==> config.mk <==
export PLATFORM = sky130hd
export DESIGN_NAME = qdr_wr_capture
export DESIGN_NICKNAME = d
export VERILOG_FILES = /design/src/rtl/qdrw_pkg.sv /design/src/rtl/qdrw_cmd_track.sv /design/src/rtl/qdrw_beat_slot.sv /design/src/rtl/qdrw_commit.sv /design/src/rtl/qdr_wr_capture.sv
export SDC_FILE = /design/constraint.sdc
export NUM_CORES = 1
export LEC_CHECK = 0
export BUFFER_PORTS_ARGS = -buffer_cell sky130_fd_sc_hd__buf_2
export CORE_UTILIZATION = 30
export CTS_CLUSTER_SIZE = 12
export DETAILED_ROUTE_END_ITERATION = 12
export PLACE_DENSITY_LB_ADDON = 0.15
export SLEW_MARGIN = 20
export SYNTH_ARGS = -nofsm -noshare
export SYNTH_HDL_FRONTEND = slang
export SYNTH_SLANG_ARGS = --single-unit
==> constraint.sdc <==
create_clock -name clk -period 9.4 [get_ports clk]
set_input_delay 0.47 -clock clk [delete_from_list [all_inputs] [get_ports clk]]
set_output_delay 0.47 -clock clk [all_outputs]
set_load 0.01 [all_outputs]
==> src/rtl/qdrw_pkg.sv <==
`timescale 1ns/1ps
package qdrw_pkg;
    localparam int WORD_W  = 18;
    localparam int LANE_W  = 9;
    localparam int LANES   = WORD_W / LANE_W;
    localparam int BEATS   = 4;
    localparam int PAIRS   = BEATS / 2;
    localparam int STAGES  = PAIRS + 1;
    localparam int BURST_W = WORD_W * BEATS;
    localparam int MASK_W  = LANES * BEATS;

    typedef struct packed {
        logic [LANES-1:0]  sel;
        logic [WORD_W-1:0] data;
    } beat_t;

    typedef beat_t [BEATS-1:0] burst_t;

    function automatic logic [BURST_W-1:0] burst_data(input burst_t b);
        logic [BURST_W-1:0] r;
        for (int k = 0; k < BEATS; k++) r[k*WORD_W +: WORD_W] = b[k].data;
        return r;
    endfunction

    function automatic logic [MASK_W-1:0] burst_mask(input burst_t b);
        logic [MASK_W-1:0] r;
        for (int k = 0; k < BEATS; k++) r[k*LANES +: LANES] = b[k].sel;
        return r;
    endfunction
endpackage

==> src/rtl/qdrw_cmd_track.sv <==
`timescale 1ns/1ps
module qdrw_cmd_track #(
    parameter int ADDR_W = 10,
    parameter int STAGES = 3
) (
    input  logic              clk,
    input  logic              rst,
    input  logic              wr_sel,
    input  logic [ADDR_W-1:0] wr_addr,
    output logic [STAGES-1:0] stage_v,
    output logic [ADDR_W-1:0] tail_addr
);
    logic              accept;
    logic [ADDR_W-1:0] addr_q [STAGES];

    // a stage-0 token means the previous rising edge accepted: drop this one
    assign accept = wr_sel & ~stage_v[0];

    always_ff @(posedge clk) begin
        if (rst) begin
            stage_v <= '0;
        end else begin
            stage_v[0] <= accept;
            for (int i = 1; i < STAGES; i++) stage_v[i] <= stage_v[i-1];
        end
    end

    always_ff @(posedge clk) begin
        if (accept) addr_q[0] <= wr_addr;
        for (int i = 1; i < STAGES; i++)
            if (stage_v[i-1]) addr_q[i] <= addr_q[i-1];
    end

    assign tail_addr = addr_q[STAGES-1];
endmodule

==> src/rtl/qdrw_beat_slot.sv <==
`timescale 1ns/1ps
module qdrw_beat_slot
    import qdrw_pkg::*;
(
    input  logic              clk,
    input  logic              cap_rise,
    input  logic              cap_fall,
    input  logic [WORD_W-1:0] din,
    input  logic [LANES-1:0]  bsel,
    output beat_t             rise_q,
    output beat_t             fall_q
);
    always_ff @(posedge clk) begin
        if (cap_rise) rise_q <= '{sel: bsel, data: din};
    end

    always_ff @(negedge clk) begin
        if (cap_fall) fall_q <= '{sel: bsel, data: din};
    end
endmodule

==> src/rtl/qdrw_commit.sv <==
`timescale 1ns/1ps
module qdrw_commit
    import qdrw_pkg::*;
#(
    parameter int ADDR_W = 10
) (
    input  logic               clk,
    input  logic               rst,
    input  logic               commit,
    input  logic [ADDR_W-1:0]  addr,
    input  logic [BURST_W-1:0] data,
    input  logic [MASK_W-1:0]  mask,
    output logic               arr_we,
    output logic [ADDR_W-1:0]  arr_addr,
    output logic [BURST_W-1:0] arr_wdata,
    output logic [MASK_W-1:0]  arr_bmask,
    output logic               pend_valid
);
    logic last_taken;

    // set on the falling edge that stores the final word
    always_ff @(negedge clk) begin
        if (rst) last_taken <= 1'b0;
        else     last_taken <= commit;
    end

    assign pend_valid = commit & last_taken;

    always_ff @(posedge clk) begin
        if (rst) arr_we <= 1'b0;
        else     arr_we <= commit;
    end

    always_ff @(posedge clk) begin
        if (commit) begin
            arr_addr  <= addr;
            arr_wdata <= data;
            arr_bmask <= mask;
        end
    end
endmodule

==> src/rtl/qdr_wr_capture.sv <==
`timescale 1ns/1ps
module qdr_wr_capture
    import qdrw_pkg::*;
#(
    parameter int ADDR_W = 10
) (
    input  logic               clk,
    input  logic               rst,
    input  logic               wr_sel,
    input  logic [ADDR_W-1:0]  wr_addr,
    input  logic [WORD_W-1:0]  din,
    input  logic [LANES-1:0]   bsel,
    output logic               arr_we,
    output logic [ADDR_W-1:0]  arr_addr,
    output logic [BURST_W-1:0] arr_wdata,
    output logic [MASK_W-1:0]  arr_bmask,
    output logic               pend_valid,
    output logic [ADDR_W-1:0]  pend_addr,
    output logic [BURST_W-1:0] pend_data,
    output logic [MASK_W-1:0]  pend_mask
);
    logic [STAGES-1:0] stage_v;
    beat_t             rise_w [PAIRS];
    beat_t             fall_w [PAIRS];
    burst_t            burst;

    qdrw_cmd_track #(.ADDR_W(ADDR_W), .STAGES(STAGES)) u_track (
        .clk       (clk),
        .rst       (rst),
        .wr_sel    (wr_sel),
        .wr_addr   (wr_addr),
        .stage_v   (stage_v),
        .tail_addr (pend_addr)
    );

    // slot k takes word 2k on a rising edge and word 2k+1 on the following fall
    for (genvar k = 0; k < PAIRS; k++) begin : g_slot
        qdrw_beat_slot u_slot (
            .clk      (clk),
            .cap_rise (stage_v[k]),
            .cap_fall (stage_v[k+1]),
            .din      (din),
            .bsel     (bsel),
            .rise_q   (rise_w[k]),
            .fall_q   (fall_w[k])
        );
    end

    always_comb begin
        for (int k = 0; k < PAIRS; k++) begin
            burst[2*k]   = rise_w[k];
            burst[2*k+1] = fall_w[k];
        end
    end

    assign pend_data = burst_data(burst);
    assign pend_mask = burst_mask(burst);

    qdrw_commit #(.ADDR_W(ADDR_W)) u_commit (
        .clk        (clk),
        .rst        (rst),
        .commit     (stage_v[STAGES-1]),
        .addr       (pend_addr),
        .data       (pend_data),
        .mask       (pend_mask),
        .arr_we     (arr_we),
        .arr_addr   (arr_addr),
        .arr_wdata  (arr_wdata),
        .arr_bmask  (arr_bmask),
        .pend_valid (pend_valid)
    );
endmodule

# Yosys cells after proc, flatten, opt, wreduce, memory -nomap -nowiden
# Memory sizes are Yosys's and may differ from the RTL's.
# Cells that the tools add are included.
dict set report totals {
  ram_bits 30
  n_memories 1
  out_inout_bits 182
  regBits 175
}
# memory words word_bits read_ports rd_ports_with_merged_regs wr line
set memory_table {}
lappend memory_table {u_track.addr_q 3 10 3 0 2 qdrw_cmd_track.sv:14} ;# logic [ADDR_W-1:0] addr_q [STAGES];
dict set report classes {
  n_reduce_logical 1
  muxes 10
  bitwise 3
}
# cell n
set ops {}
lappend ops {{10-bit 2-to-1 mux} 1}
lappend ops {{10-bit OR reduction} 1}
lappend ops {{1-bit 2-to-1 mux} 8}
lappend ops {{1-bit bitwise AND} 2}
lappend ops {{2-bit 2-to-1 mux} 1}
lappend ops {{1-bit inverter} 1}

# Depth between registers and ports, before layout
dict set report depth {
  ltp_word 5
  mapped_depth 1
  depth_no_buf 1
}

# By module
# From an unflattened synthesis, not the netlist that was laid out.
dict set report hier_totals {
  hier_cells 224
  area_unflattened_um2 6243.5
}
# module area_per_inst_um2 seq_area_each_um2 n_inst cells_per_inst
set by_module_without_submodules {}
lappend by_module_without_submodules {qdrw_commit 2766.4 2742.6 1 95}
lappend by_module_without_submodules {qdrw_beat_slot 1204.9 1201.2 2 41}
lappend by_module_without_submodules {qdrw_cmd_track 1067.3 960.9 1 47}

==> results.yml <==
route:
  routed_wirelength_um: 11400
  drcViolationCount: 0
  topRoutingLayerUsed: "met4"
  detail-route-antenna-nets: 0
  met2WireLength_um: 5200
  wl_per_cell_um: 14.6
  drtIter0Drc: 120
  vias: 3042
  detail_route.wirelength.met1_um: 4780
  met3WireLength_um: 1010
  first_pass_iters: 4
  route.detailed.vias_per_inst: 3.90
power_and_ir_drop:
  fraction_of_power_spent_switching_nets: 0.201
  pwr-share-seq: 0.518
  pwr-share-comb: 0.021
  p_switching_mw: 0.403
  post_layout_power_mw: 2.01
  intPower_mw: 1.61
  p_clk_frac: 0.462
  power_density_nw_per_um2: 237
  leakage_nw: 3.33
  irDropWorstVdd_v: 0.000164
synthesis:
  syn_inst: 222
  synth.distinct_cells: 7
  syn_avg_cell_area_um2: 28.1
  synth.ff_latch_count: 205
  yosysSeqAreaShare: 0.980
  synth_warnings: 0
  syn-num-nets: 255
  mappedNetlistArea_um2: 6230
floorplanning:
  ioPinCount: 215
  design.core.area_um2: 20300
  die_area_um2: 21300
  floorplan.die.height_um: 146
  core.rowCount: 52
  die_width_um: 146
  initial_core_util: 0.307
critical_path:
  worst-r2r-setup-slack_ns: 3.13
  critPathLaunchType: "flop"
  worstPathCellList: "buf_2"
  timing.critical_path.buf_inv: 1
  cell_with_the_largest_stage_delay_on_the_worst_path: "sky130_fd_sc_hd__edfxtp_1"
  path_class: "flop to output pin"
  crit_path_max_incr_delay_ns: 0.40
  critPathRequiredTime_ns: 8.93
  setup.worst_path.end_class: "output pin"
  worst-endpoint-arrival_ns: 5.82
  critical-path-top-delay-family: "flip-flops"
  critical_path_peak_fanout: 2
cells_and_area:
  post_route_cells_drive_above_1_share: 0.495
  fin_nets: 526
  regArea_um2: 6110
  syn2layout_area_growth_pct: 36.3
  layout.cells.non_filler: 780
  final.fill_count: 1881
  layout.cells.most_common_list: "sky130_fd_sc_hd__buf_2 (214), sky130_fd_sc_hd__edfxtp_1 (200), sky130_fd_sc_hd__inv_1 (41), sky130_fd_sc_hd__clkbuf_16 (24), sky130_fd_sc_hd__clkbuf_1 (5)"
  layout.cells.most_common: "sky130_fd_sc_hd__buf_2"
  area_of_the_multi_input_gates_um2: 43.8
global_routing:
  grt_first_pass_wirelength_um: 17200
  grt_max_degree: 52
  grt_use_total: 0.105
  grt.overflow.total: 0
  via_count_of_the_first_global_routing_pass: 3050
  number_of_antenna_violations_at_the_first_check_in_global_routing: 1
clocking:
  cts_post_setup_buffers_inserted: 0
  clock_insertion_delay_worst_skew_ns: 0.56
  cts-root-to-sink-buffers: 3
  cts.hold.buffers_added: 0
  cts.reportedPaths.clkPinSlew_ns: 0.06
  ctsResizeCount: 0
  h-tree-depth: 1
  clock-sinks: 205
  tritoncts.num_buffers: 22
  tritoncts: "built"
  cts.root.buffer_cell: "sky130_fd_sc_hd__clkbuf_16"
min_path:
  timing.hold.worst.class: "primary input to flop"
sta:
  finalClockSkew_ns: 0.0720
  grt_setup_unrepaired: "false"
  setup-tns-final_ns: 0
  timing_max_transition_violations_final: 0
  hold_ws_ns: 0.149
  report.final.hold_viol_count: 0
  setup_viol: 0
  worstMarginPinSlew_ns: 0.887
  slew-limit-headroom: 0.409
flow_run:
  maxCapViolCount: 0
placed_design:
  dp.cells: 699
  dpl.hpwl_um: 7460
  place_congestion: 0.736
  io_buffers: 214
status:
  run_status: "complete, no violations"
==> final timing paths <==
| kind | start | to | depth (start not counted) |
|---|---|---|---|
| min reg2reg | u_track.addr_q[0][10]$_DFFE_PP_ | u_track.addr_q[0][20]$_DFFE_PP_ | 0 |
| max reg2reg | u_track.stage_v[2]$_SDFF_PP0_ | g_slot[1].u_slot.fall_q[11]$_DFFE_NP_ | 1 |
| min | wr_addr[9] | u_track.addr_q[0][9]$_DFFE_PP_ | 1 |
| max | g_slot[0].u_slot.fall_q[18]$_DFFE_NP_ | pend_mask[2] | 1 |
==> area by class of cell <==
type | instances | area share
antenna | 1 | 0.000295
timing repair buffer | 217 | 0.129
tap | 270 | 0.0398
clock buffer | 32 | 0.0778
multi-input combinational | 6 | 0.00516
clock inverter | 49 | 0.0280
sequential | 205 | 0.720
==> metrics by stage <==
stage          utilization  cell area [um^2]  setup WS (ns)
2_1_floorplan            -              6230           1.52
3_3_place_gp         0.374              7590           3.07
5_1_grt              0.418              8490           3.00
6_report             0.418              8490           3.11
4_1_cts              0.418              8490           3.08
3_5_place_dp         0.374              7590           3.05
==> per-layer routing <==
layer | GRT usage | up-vias
met5 | 0 | -
met4 | 0.0411 | 0
met3 | 0.0353 | 28
met2 | 0.167 | 152
met1 | 0.132 | 1439
li1 | - | 1423
==> registers in the layout (all words and copies together) (netlist names) <==
signal,cells
u_commit.arr_bmask,8
u_commit.last_taken,1
g_slot.u_slot.fall_q,40
u_track.stage_v,3
u_commit.arr_wdata,72
u_commit.arr_addr,10
u_commit.arr_we,1
g_slot.u_slot.rise_q,40
u_track.addr_q,30
==> power groups by stage <==
stage / Sequential [mW] / Combinational [mW] / Clock (mW)
detailed placement: 1.06 / 0.0423 / 0.0268
global placement: 1.06 / 0.0414 / 0.0268
CTS: 1.04 / 0.0425 / 0.958
global route: 1.04 / 0.0451 / 1.01
finish: 1.04 / 0.0413 / 0.928
floorplan: 1.07 / 0.00335 / 0.0268
==> cell usage after synthesis, drive strengths merged <==
master,n,share of area
edfxtp,200,0.96
buf,10,0.012
inv,1,0.00060
nor2b,4,0.0040
and2,1,0.0010
dfxtp,5,0.016
nor3b,1,0.0020
==> cell families after synthesis <==
group / synth area share
buf+inv: 0.0127
simple gates: 0.00703
flops: 0.980
(Power assumes the default switching activity.)
